### config.mk
export PLATFORM = sky130hd
export DESIGN_NAME = burst_ctrl
export DESIGN_NICKNAME = d
export VERILOG_FILES = /design/src/rtl/burst_pkg.sv /design/src/rtl/burst_entry_qual.sv /design/src/rtl/burst_mode_fsm.sv /design/src/rtl/burst_gate_timer.sv /design/src/rtl/burst_ctrl.sv
export SDC_FILE = /design/constraint.sdc
export NUM_CORES = 1
export LEC_CHECK = 0
export BUFFER_PORTS_ARGS = -buffer_cell sky130_fd_sc_hd__clkbuf_2
export CORE_MARGIN = 2
export CORE_UTILIZATION = 55
export CTS_CLUSTER_DIAMETER = 150
export DETAILED_ROUTE_END_ITERATION = 12
export MAX_ROUTING_LAYER = met4
export PLACE_DENSITY = 0.79
export SYNTH_ARGS = -nofsm -noshare
export SYNTH_HDL_FRONTEND = slang
export SYNTH_SLANG_ARGS = --single-unit
### constraint.sdc
create_clock -name clk -period 2 [get_ports clk]
set_input_delay 0.3 -clock clk [delete_from_list [all_inputs] [get_ports clk]]
set_output_delay 0.3 -clock clk [all_outputs]
set_load 0.02 [all_outputs]
### src/rtl/burst_pkg.sv
// Shared types for the burst mode supervisor.
// Assumes: nothing beyond IEEE 1800-2017.
package burst_pkg;

    // Operating regime of the supervisor.
    typedef enum logic [1:0] {
        MODE_NORMAL   = 2'b00,
        MODE_BURST_HO = 2'b01,   // burst, switching held off
        MODE_BURST_SW = 2'b10    // burst, switching enabled
    } burst_mode_e;

endpackage

### src/rtl/burst_entry_qual.sv
// Entry qualifier: counts timebase ticks while both entry conditions hold.
// Raises entry_go for one cycle, on the tick that completes the window.
// Assumes: tick is a single-cycle pulse; the count is cleared while in burst.
module burst_entry_qual #(
    parameter int BLANK_TICKS = 24,
    parameter int VCNT_W      = 3
) (
    input  logic              clk,
    input  logic              rst_n,
    input  logic              tick,
    input  logic              fb_below_entry,
    input  logic [VCNT_W-1:0] valley_cnt,
    input  logic              in_burst,
    output logic              entry_go
);
    localparam int BW = $clog2(BLANK_TICKS + 1);
    localparam logic [VCNT_W-1:0] VALLEY_MAX = {VCNT_W{1'b1}};
    localparam logic [BW-1:0] LAST = BW'(BLANK_TICKS - 1);

    logic          cond;
    logic [BW-1:0] blank_cnt;

    assign cond     = fb_below_entry && (valley_cnt == VALLEY_MAX) && !in_burst;
    assign entry_go = cond && tick && (blank_cnt == LAST);

    // Blanking window counter: restarts whenever a condition drops.
    always_ff @(posedge clk) begin
        if (!rst_n || !cond) begin
            blank_cnt <= '0;
        end else if (tick && (blank_cnt != LAST)) begin
            blank_cnt <= blank_cnt + 1'b1;
        end
    end


    qual_restart_chk: assert property (@(posedge clk) disable iff (!rst_n)
        !cond |=> (blank_cnt == '0));

endmodule

### src/rtl/burst_mode_fsm.sv
// Mode state machine: normal / burst held off / burst switching.
// Issues the valley reload pulse on exit.
// Assumes: exit has priority over the hysteresis flags; off wins over on.
module burst_mode_fsm
    import burst_pkg::*;
(
    input  logic clk,
    input  logic rst_n,
    input  logic entry_go,
    input  logic fb_above_on,
    input  logic fb_below_off,
    input  logic fb_above_exit,
    output logic burst_active,
    output logic sw_enable,
    output logic valley_reload
);
    burst_mode_e mode_q, mode_d;

    // Next-mode selection.
    always_comb begin
        mode_d = mode_q;
        unique case (mode_q)
            MODE_NORMAL:   if (entry_go) mode_d = MODE_BURST_HO;
            MODE_BURST_HO: if (fb_above_exit) mode_d = MODE_NORMAL;
                           else if (fb_above_on && !fb_below_off) mode_d = MODE_BURST_SW;
            MODE_BURST_SW: if (fb_above_exit) mode_d = MODE_NORMAL;
                           else if (fb_below_off) mode_d = MODE_BURST_HO;
            default:       mode_d = MODE_NORMAL;
        endcase
    end

    // Mode register and the exit reload pulse.
    always_ff @(posedge clk) begin
        if (!rst_n) begin
            mode_q        <= MODE_NORMAL;
            valley_reload <= 1'b0;
        end else begin
            mode_q        <= mode_d;
            valley_reload <= (mode_q != MODE_NORMAL) && (mode_d == MODE_NORMAL);
        end
    end

    assign burst_active = (mode_q != MODE_NORMAL);
    assign sw_enable    = (mode_q == MODE_BURST_SW);


    exit_now_chk: assert property (@(posedge clk) disable iff (!rst_n)
        (burst_active && fb_above_exit) |=> (!burst_active && valley_reload));

    sw_on_cause_chk: assert property (@(posedge clk) disable iff (!rst_n)
        $rose(sw_enable) |-> $past(fb_above_on && burst_active));

    reload_single_chk: assert property (@(posedge clk) disable iff (!rst_n)
        valley_reload |=> !valley_reload);

endmodule

### src/rtl/burst_gate_timer.sv
// Fixed-period gate generator for burst switching with a half-period duty cap.
// A peak-current trip ends the current pulse early.
// Assumes: PERIOD_CLKS is even and at least 4; the counter restarts at each enable.
module burst_gate_timer #(
    parameter int PERIOD_CLKS = 5000
) (
    input  logic clk,
    input  logic rst_n,
    input  logic sw_enable,
    input  logic pk_trip,
    output logic gate
);
    localparam int PW   = $clog2(PERIOD_CLKS);
    localparam int DUTY = PERIOD_CLKS / 2;
    localparam logic [PW-1:0] WRAP    = PW'(PERIOD_CLKS - 1);
    localparam logic [PW-1:0] DUTY_PW = PW'(DUTY);

    logic [PW-1:0] pcnt;
    logic          tripped;

    // Period position counter, held at zero while switching is off.
    always_ff @(posedge clk) begin
        if (!rst_n || !sw_enable) begin
            pcnt <= '0;
        end else begin
            pcnt <= (pcnt == WRAP) ? '0 : pcnt + 1'b1;
        end
    end

    // Trip latch: set by the comparator during a pulse, cleared at period end.
    always_ff @(posedge clk) begin
        if (!rst_n || !sw_enable) begin
            tripped <= 1'b0;
        end else if (pcnt == WRAP) begin
            tripped <= 1'b0;
        end else if (gate && pk_trip) begin
            tripped <= 1'b1;
        end
    end

    assign gate = sw_enable && (pcnt < DUTY_PW) && !tripped;

    // High-time run counter used only by the duty check below.
    logic [PW:0] hi_run;
    always_ff @(posedge clk) begin
        if (!rst_n) hi_run <= '0;
        else        hi_run <= gate ? hi_run + 1'b1 : '0;
    end


    duty_cap_chk: assert property (@(posedge clk) disable iff (!rst_n)
        gate |-> (hi_run < (PW+1)'(DUTY)));

    trip_cut_chk: assert property (@(posedge clk) disable iff (!rst_n)
        (gate && pk_trip && sw_enable && (pcnt != WRAP)) |=> !gate);

endmodule

### src/rtl/burst_ctrl.sv
// Top of the light-load burst mode supervisor.
// Ties the entry qualifier, mode FSM and gate timer together.
// Assumes: all feedback flags are synchronous to clk; tick is one cycle wide.
module burst_ctrl #(
    parameter int BLANK_TICKS = 24,
    parameter int PERIOD_CLKS = 5000,
    parameter int VCNT_W      = 3
) (
    input  logic              clk,
    input  logic              rst_n,
    input  logic              tick,
    input  logic              fb_below_entry,
    input  logic              fb_above_on,
    input  logic              fb_below_off,
    input  logic              fb_above_exit,
    input  logic [VCNT_W-1:0] valley_cnt,
    input  logic              pk_trip,
    output logic              burst_active,
    output logic              sw_enable,
    output logic              gate,
    output logic              ilim_burst_sel,
    output logic              valley_reload
);
    localparam logic [VCNT_W-1:0] VALLEY_MAX = {VCNT_W{1'b1}};

    logic entry_go;

    burst_entry_qual #(.BLANK_TICKS(BLANK_TICKS), .VCNT_W(VCNT_W)) qual_i (
        .clk(clk), .rst_n(rst_n), .tick(tick),
        .fb_below_entry(fb_below_entry), .valley_cnt(valley_cnt),
        .in_burst(burst_active), .entry_go(entry_go)
    );

    burst_mode_fsm fsm_i (
        .clk(clk), .rst_n(rst_n), .entry_go(entry_go),
        .fb_above_on(fb_above_on), .fb_below_off(fb_below_off),
        .fb_above_exit(fb_above_exit), .burst_active(burst_active),
        .sw_enable(sw_enable), .valley_reload(valley_reload)
    );

    burst_gate_timer #(.PERIOD_CLKS(PERIOD_CLKS)) gate_i (
        .clk(clk), .rst_n(rst_n), .sw_enable(sw_enable),
        .pk_trip(pk_trip), .gate(gate)
    );

    assign ilim_burst_sel = burst_active;


    entry_cause_chk: assert property (@(posedge clk) disable iff (!rst_n)
        $rose(burst_active) |-> $past(fb_below_entry && tick && (valley_cnt == VALLEY_MAX)));

    gate_in_burst_chk: assert property (@(posedge clk) disable iff (!rst_n)
        gate |-> burst_active);

    reload_after_burst_chk: assert property (@(posedge clk) disable iff (!rst_n)
        valley_reload |-> ($past(burst_active) && !burst_active));

endmodule

Yosys cells after proc, flatten, opt, wreduce, memory -nomap -nowiden
Index checks and enable logic that the tools add are counted.

Flip-flop bits (word level): 22. Bits in latches: 0. Memory bits (writable): 0. Bits in read-only memories: 0. Bits of input ports: 11. Output and inout port bits: 5. Memories kept: 0.

$add $sub $neg: 2. Multiply operators: 0. Div/mod/pow operators: 0. Magnitude comparators: 1. Eq/ne operators: 6. Shifts and indexed selects: 0. Mux-type cells: 6. Bitwise gates (word level): 0. Reduce and logical (&&, ||, !) cells: 22.

Operators by type and width (count): adder 13 x 1 -> 13 bit, second input constant (1); == test 13 bit, second input constant (1); < comparator 13 x 12 -> 1 bit, second input constant (1); logical AND 1 bit (10); two-way mux 2 bit (5); zero test 1 bit (6); case mux 2 bit (3 select lines) (1); adder 5 x 1 -> 5 bit, second input constant (1); == test 5 bit, second input constant (1); inequality test 5 bit, second input constant (1); zero test 2 bit (2); == test 3 bit, second input constant (1); == test 2 x 1 -> 1 bit, second input constant (1); == test 2 bit, second input constant (1); logical OR 1 bit (2); nonzero test 2 bit (1); OR reduction 2 bit (1).

Logic depth before layout (Yosys ltp)
Gate-level depths: netlist of the first run.

Depth in word-level cells: 9. Gate-level depth with buffers: 6. Mapped depth without buffers: 5.

Hierarchy
A second synthesis of the first run with hierarchy kept.

Cell total of the unflattened synthesis: 124. Area total of the unflattened synthesis: 1114.8 µm².

By module, submodules not included: burst_gate_timer (times used 1, cells each 74, area an instance 665.6 µm², sequential area each 280.3 µm²); burst_entry_qual (times used 1, cells each 29, area an instance 256.5 µm², sequential area each 100.1 µm²); burst_mode_fsm (times used 1, cells each 20, area an instance 185.2 µm², sequential area each 60.1 µm²); burst_ctrl (times used 1, cells each 1, area an instance 7.5 µm², sequential area each 0.0 µm²).

Worst setup path before layout of the first run
No wires, ideal clock.

Path kind: flip-flop to output port. Start: register gate_i.pcnt[3]. End: output port gate. Arrival time: 1.272 ns. Setup slack: 0.428 ns. Stages on the path, launching flop included: 5. Path buffers: 0. Cells stage by stage: dfxtp_1 -> or3_1 -> o21bai_1 -> a31oi_1 -> nor2_1.

Cells in the longest elaborated chain, start to end: 3.

Ends and longest elaborated chain: start: declaration (line burst_gate_timer.sv:18) `logic [PW-1:0] pcnt;`; start signal: assignment (line burst_gate_timer.sv:26) `pcnt <= (pcnt == WRAP) ? '0 : pcnt + 1'b1;`; < comparator 13 x 12 -> 1 bit (line burst_gate_timer.sv:41) `assign gate = sw_enable && (pcnt < DUTY_PW) && !tripped;`; logical AND 1 bit (2 in a row) (line burst_gate_timer.sv:41); end: declaration (line burst_ctrl.sv:20) `output logic gate,`.

Every way passes these cells.

Worst setup path in the final report of the first run
Start: register gate_i.pcnt[5]. End: output port gate.

The elaborated chain is that of the path after synthesis.

==> results of run 1 <==
what timing repair did:
item	4_1_cts	5_1_grt
hold buffers	0	0
pin swaps	1	2
gates resized for setup	6	5
setup buffers	0	1
gates cloned	0	0
endpoints found under the setup margin	1	1
endpoints found under the hold margin	0	0
stage by stage:
step | std cells | area (um^2) | power [mW]
3_3_place_gp | 163 | 1160 | 0.467
2_1_floorplan | 126 | 1120 | 0.454
3_5_place_dp | 163 | 1160 | 0.468
5_1_grt | 168 | 1260 | 0.830
4_1_cts | 167 | 1240 | 0.806
6_report | 168 | 1260 | 0.796
worst min path at each step:
| stage | start | slack, ns | endpoint | cells after the start |
|---|---|---|---|---|
| floorplan | fb_below_off | 0.38 | fsm_i.mode_q[1] | 1 |
| global placement | gate_i.pcnt[0] | 0.46 | gate_i.pcnt[0] | 1 |
| detailed placement | gate_i.pcnt[0] | 0.47 | gate_i.pcnt[0] | 1 |
| CTS | fb_below_off | 0.17 | fsm_i.mode_q[1] | 2 |
| global route | fb_below_off | 0.16 | fsm_i.mode_q[1] | 2 |
| finish | fb_below_off | 0.17 | fsm_i.mode_q[1] | 2 |
layout make-up:
class,instances,area (um^2),area share [%]
multi-input combinational,94,623,49.4
sequential,22,448,35.5
timing repair buffer,16,85.1,6.75
tap,27,33.8,2.68
clock inverter,1,30.0,2.38
clock buffer,3,22.5,1.79
inverter,5,18.8,1.49
synthesized netlist by cell type:
cell       count  area share, %
nor2_1        23            7.7
dfxtp_1       22             39
xor2_1        11            8.6
nand3_1        8            3.6
nand4_1        7            3.9
nand2_1        6            2.0
inv_1          5            1.7
a31oi_1        4            2.2
and2_1         4            2.2
xnor2_1        4            3.1
a21oi_1        3            1.3
and4_1         2            1.6
ha_1           2            2.2
nor2b_1        2            1.1
nor4_1         2            1.1
or3_1          2            1.1
a2111oi_0      1           0.78
a211o_1        1           0.78
a22oi_1        1           0.67
a31o_4         1            1.6
and2b_2        1           0.78
and3_1         1           0.56
and4_2         1           0.90
buf_2          1           0.45
buf_4          1           0.67
buf_6          1            1.0
bufbuf_16      1            2.9
clkbuf_2       1           0.45
nand4b_1       1           0.78
nor3_1         1           0.45
nor3b_1        1           0.67
nor4b_2        1            1.3
o21bai_1       1           0.67
o32ai_1        1           0.78
or2_2          1           0.56
power by group through the flow:
stage	Combinational (mW)	Clock (mW)	Sequential, mW
2_1_floorplan	0.00573	0	0.448
4_1_cts	0.0198	0.349	0.437
3_3_place_gp	0.0189	0	0.448
3_5_place_dp	0.0198	0	0.448
6_report	0.0198	0.340	0.437
5_1_grt	0.0222	0.370	0.437
flip-flops by register name, summed over array words and instances (netlist names):
name	count
fsm_i.mode_q	2
fsm_i.valley_reload	1
gate_i.tripped	1
gate_i.pcnt	13
qual_i.blank_cnt	5
worst max-delay path, stage by stage (launching register included):
cell and delay (ns):
dfxtp_2 0.36, or3_4 0.41, o21bai_4 0.16, a31oi_1 0.09
nor2_1 0.13, buf_4 0.15
kinds of logic after synthesis:
family	Yosys count	share of synthesized area [%]
buffers and inverters	10	7.17
AO/OA/AOI/OAI	13	8.86
AND/OR/NAND/NOR	64	30.5
adder cells (fa/ha/maj)	2	2.24
flip-flops	22	39.5
XOR/XNOR	15	11.8
layer usage:
metal / track usage (%) / part of all wire (%) / vias up
li1: - / - / 471
met1: 19.5 / 46 / 429
met2: 32.6 / 50 / 21
met3: 3.68 / 3.4 / 2
met4: 4.29 / 0.87 / 0
met5: - / 0 / -
==> flow_metrics.py, run 1 <==
metrics = {
    "place": {
        "hpwl_um": 1440,
        "io_buffers": 15,
        "gp_congestion": 0.830,
        "pre_cts_slack_ns": 0.309,
    },
    "routing": {
        "wl_um": 1970,
        "drcViolationCount": 0,
        "antenna_left": 0,
        "avgViaCountPerCell": 5.49,
        "wl_per_cell_um": 11.7,
        "via_count": 923,
        "dr.pass1.iters": 4,
        "drt_iter0_markers": 13,
    },
    "setup_path": {
        "r2r_cells": 5,
        "crit_start": "gate_i.pcnt[5]",
        "critPathCaptureType": "output port",
        "critPathArrivalTime_ns": 1.61,
        "crit_required_ns": 1.70,
        "startpoint_type": "flip-flop",
        "worstSetupEndpoint": "gate",
        "r2r_end": "fsm_i.valley_reload",
        "reg2reg_from": "qual_i.blank_cnt[0]",
        "reg2reg_slack_ns": 0.33,
        "crit_type": "flip-flop to output port",
        "path_max_fanout": 3,
    },
    "pwr": {
        "power.density_nw_per_um2": 632,
        "swShare_pct": 18.5,
        "p_sw_mw": 0.148,
        "comb_power_share_pct": 2.5,
        "pwr-share-clk_pct": 42.6,
        "leakage_nw": 0.463,
        "ir_drop_mv": 0.460,
        "power_frac_seq_pct": 54.9,
        "p_int_mw": 0.649,
    },
    "synth": {
        "synth_fp_nets": 139,
        "synth_area_um2": 1120,
        "yosysWarnings": 0,
        "syn_area_per_cell_um2": 8.86,
        "ys_seq_area_share_pct": 39.5,
        "synth_cells": 126,
        "ys_ff_latch": 22,
        "ys_types": 35,
    },
    "cells_and_area": {
        "layout-drive-gt1-share_pct": 22.7,
        "finish.utilization_pct": 64.9,
        "final_cell_mix": "nor2_1, dfxtp_1, clkbuf_2, xor2_1, nand3_1",
        "final_common_cell": "nor2_1",
        "final_nets": 155,
        "area_growth_pct": 13.0,
        "antennaDiodeCount": 0,
        "n_fill_cell": 177,
    },
    "sta": {
        "fin_skew_ns": 0.00217,
        "layout_min_cycle_time_ns": 1.91,
        "fin_crit_sh_pct": 95.3,
        "rsz0062_at_grt": "no",
        "layout_setup_ws_ns": 0.0950,
        "tns_ns": 0,
        "slew_headroom_pct": 78.2,
        "setup_violations": 0,
        "drv_slew": 0,
        "hold_slack_ns": 0.174,
        "tightest_slew_ns": 0.319,
        "hold_viol_final": 0,
        "clock.fmax_ghz": 0.525,
    },
    "clocking": {
        "cts_max_level": 1,
        "clockBufferDepth": 2,
        "root_buffer": "clkbuf_4",
        "clk_latency_ns": 0.31,
        "cts_tree": "built",
        "cts_buffers": 3,
        "cts.sinks": 22,
        "path_clk_slew_ns": 0.12,
    },
    "floorplan": {
        "dieHeight_um": 49.0,
        "die_w_um": 49.0,
        "start_util_pct": 57.5,
        "rows": 16,
        "ios": 16,
        "die_area_um2": 2410,
        "core_um2": 1940,
    },
    "run_status": {
        "status": "finished, final reports clean",
    },
    "global_route": {
        "grt_pass1_wl_um": 3320,
        "grt_overflow": 0,
        "grt_pass1_vias": 813,
        "grtUsageTotal_pct": 17.7,
        "grt_max_degree": 15,
        "antenna_found_initial": 0,
    },
    "job": {
        "max_cap_viol_count": 0,
    },
    "min_path": {
        "min_path_type": "input pin to flip-flop",
    },
}
Note: power is estimated with default switching activity, not from simulation.
==> run 2: changes to the inputs <==
--- a/config.mk
+++ b/config.mk
@@ -7,11 +7,12 @@
 export LEC_CHECK = 0
 export BUFFER_PORTS_ARGS = -buffer_cell sky130_fd_sc_hd__clkbuf_2
 export CORE_MARGIN = 2
-export CORE_UTILIZATION = 55
+export CORE_UTILIZATION = 59
 export CTS_CLUSTER_DIAMETER = 150
 export DETAILED_ROUTE_END_ITERATION = 12
 export MAX_ROUTING_LAYER = met4
-export PLACE_DENSITY = 0.79
+export PLACE_DENSITY = 0.84
+export SLEW_MARGIN = 20
 export SYNTH_ARGS = -nofsm -noshare
 export SYNTH_HDL_FRONTEND = slang
 export SYNTH_SLANG_ARGS = --single-unit
==> constraint.sdc (replaced) <==
create_clock -name clk -period 2.3 [get_ports clk]
set_input_delay 0.345 -clock clk [delete_from_list [all_inputs] [get_ports clk]]
set_output_delay 0.345 -clock clk [all_outputs]
set_load 0.02 [all_outputs]
==> flow_metrics.py, run 2 (synthesis results as in run 1) <==
metrics = {
    "run_status": {
        "status": "finished, final reports clean",
    },
    "floorplan": {
        "die_w_um": 47.5,
        "core_um2": 1750,
        "ios": 16,
        "dieHeight_um": 47.5,
        "die_area_um2": 2260,
        "rows": 15,
        "start_util_pct": 63.9,
    },
    "pwr": {
        "power.density_nw_per_um2": 572,
        "pwr-share-clk_pct": 42.6,
        "p_sw_mw": 0.129,
        "swShare_pct": 18.5,
        "power_frac_seq_pct": 54.9,
        "leakage_nw": 0.464,
        "p_int_mw": 0.566,
        "comb_power_share_pct": 2.5,
        "ir_drop_mv": 0.431,
    },
    "place": {
        "post_dp_cell_area_um2": 1160,
        "hpwl_um": 1510,
        "io_buffers": 15,
        "gp_congestion": 0.904,
    },
    "clocking": {
        "cts.sinks": 22,
        "root_buffer": "clkbuf_4",
        "cts.repair.resized": 0,
        "postCtsSetupRepairBufs": 0,
        "clockBufferDepth": 2,
        "clk_latency_ns": 0.31,
        "cts_tree": "built",
        "cts_max_level": 1,
        "cts_hold_buf": 0,
        "cts_buffers": 3,
        "path_clk_slew_ns": 0.12,
    },
    "setup_path": {
        "path_cells": "nor3b_1, and2_1, a31oi_1, nor2_1, clkbuf_2",
        "path_max_fanout": 8,
        "critPathArrivalTime_ns": 1.72,
        "cp_slowest_stage_delay_ns": 0.46,
        "critPathCaptureType": "output port",
        "worst_path_max_delay_cell": "dfxtp_1",
        "startpoint_type": "flip-flop",
        "cp_top_family": "simple AND/OR/NAND/NOR gates",
        "crit_required_ns": 1.96,
        "critical_path_buf_inv_count": 1,
        "crit_type": "flip-flop to output port",
    },
    "global_route": {
        "grt_overflow": 0,
        "grt_max_degree": 15,
        "grt_pass1_wl_um": 3040,
        "grtUsageTotal_pct": 20.3,
        "antenna_found_initial": 0,
        "grt_pass1_vias": 796,
    },
    "sta": {
        "slew_headroom_pct": 70.7,
        "setup_violations": 0,
        "layout_min_cycle_time_ns": 2.07,
        "tightest_slew_ns": 0.429,
        "hold_viol_final": 0,
        "fin_skew_ns": 0.00291,
        "rsz0062_at_grt": "no",
        "drv_slew": 0,
        "clock.fmax_ghz": 0.483,
        "fin_crit_sh_pct": 90.0,
        "tns_ns": 0,
    },
    "cells_and_area": {
        "multi_input_area_um2": 596,
        "n_fill_cell": 146,
        "layout-drive-gt1-share_pct": 17.1,
        "final_area_um2": 1210,
        "final_cell_mix": "nor2_1, dfxtp_1, clkbuf_2, xor2_1, nand3_1",
        "largestRegisters": "gate_i.pcnt: 13 flops, qual_i.blank_cnt: 5 flops, fsm_i.mode_q: 2 flops",
        "final_nets": 154,
        "final_common_cell": "nor2_1",
        "area_growth_pct": 8.74,
        "regArea_um2": 440,
        "regMostFlops": "gate_i.pcnt",
        "antennaDiodeCount": 0,
        "largest_register_ffs": 13,
    },
    "routing": {
        "via_count": 897,
        "avgViaCountPerCell": 5.44,
        "dr.pass1.iters": 4,
        "wl_per_cell_um": 12.0,
        "drcViolationCount": 0,
        "antenna_left": 0,
        "wl_um": 1990,
        "drt_iter0_markers": 11,
    },
    "min_path": {
        "min_path_type": "input pin to flip-flop",
    },
    "job": {
        "max_cap_viol_count": 0,
    },
}
## run 2: cell types whose count changed in the layout (fill, tap and decap cells not counted), sizes merged
cell    delta
clkbuf     +1
buf        -2
## run 2: worst paths after layout
| path | to | start | slack (ns) | cells past startpoint |
|---|---|---|---|---|
| worst min-delay path | fsm_i.mode_q[1] | fb_above_exit | 0.22 | 2 |
| worst max-delay path | gate | fsm_i.mode_q[1] | 0.23 | 5 |
| worst min register to register | qual_i.blank_cnt[1] | qual_i.blank_cnt[1] | 0.49 | 2 |
| worst max register to register | fsm_i.valley_reload | qual_i.blank_cnt[0] | 0.66 | 5 |
## run 2: area by class of cell
type                       count  area share (%)
multi-input combinational     94            49.1
sequential                    22            36.3
timing repair buffer          15            6.19
tap                           25            2.58
clock inverter                 1            2.47
clock buffer                   3            1.86
inverter                       5            1.55
## run 2: through the flow
stage | cells | power [mW] | hold slack (ns) | worst slack [ns] | utilization (%)
after floorplan | 126 | 0.395 | 0.423 | 0.683 | -
after global placement | 161 | 0.406 | 0.457 | 0.677 | 66.5
after detailed placement | 161 | 0.407 | 0.465 | 0.601 | 66.5
after CTS | 165 | 0.699 | 0.206 | 0.229 | 69.5
after global routing | 165 | 0.711 | 0.210 | 0.102 | 69.5
final | 165 | 0.694 | 0.216 | 0.230 | 69.5
## run 2: routing by layer
layer / track usage [%] / wire length (um) / vias up
met5: - / 0 / -
met4: 10.6 / 21 / 0
met3: 4.53 / 73 / 2
met2: 36.8 / 1030 / 15
met1: 19.8 / 859 / 410
li1: - / - / 470
## run 2: power groups by stage
stage,Combinational (mW),Sequential [mW],Clock [mW]
floorplan,0.00499,0.390,0
global placement,0.0164,0.390,0
detailed placement,0.0172,0.390,0
CTS,0.0175,0.381,0.301
global route,0.0193,0.381,0.311
finish,0.0175,0.381,0.295
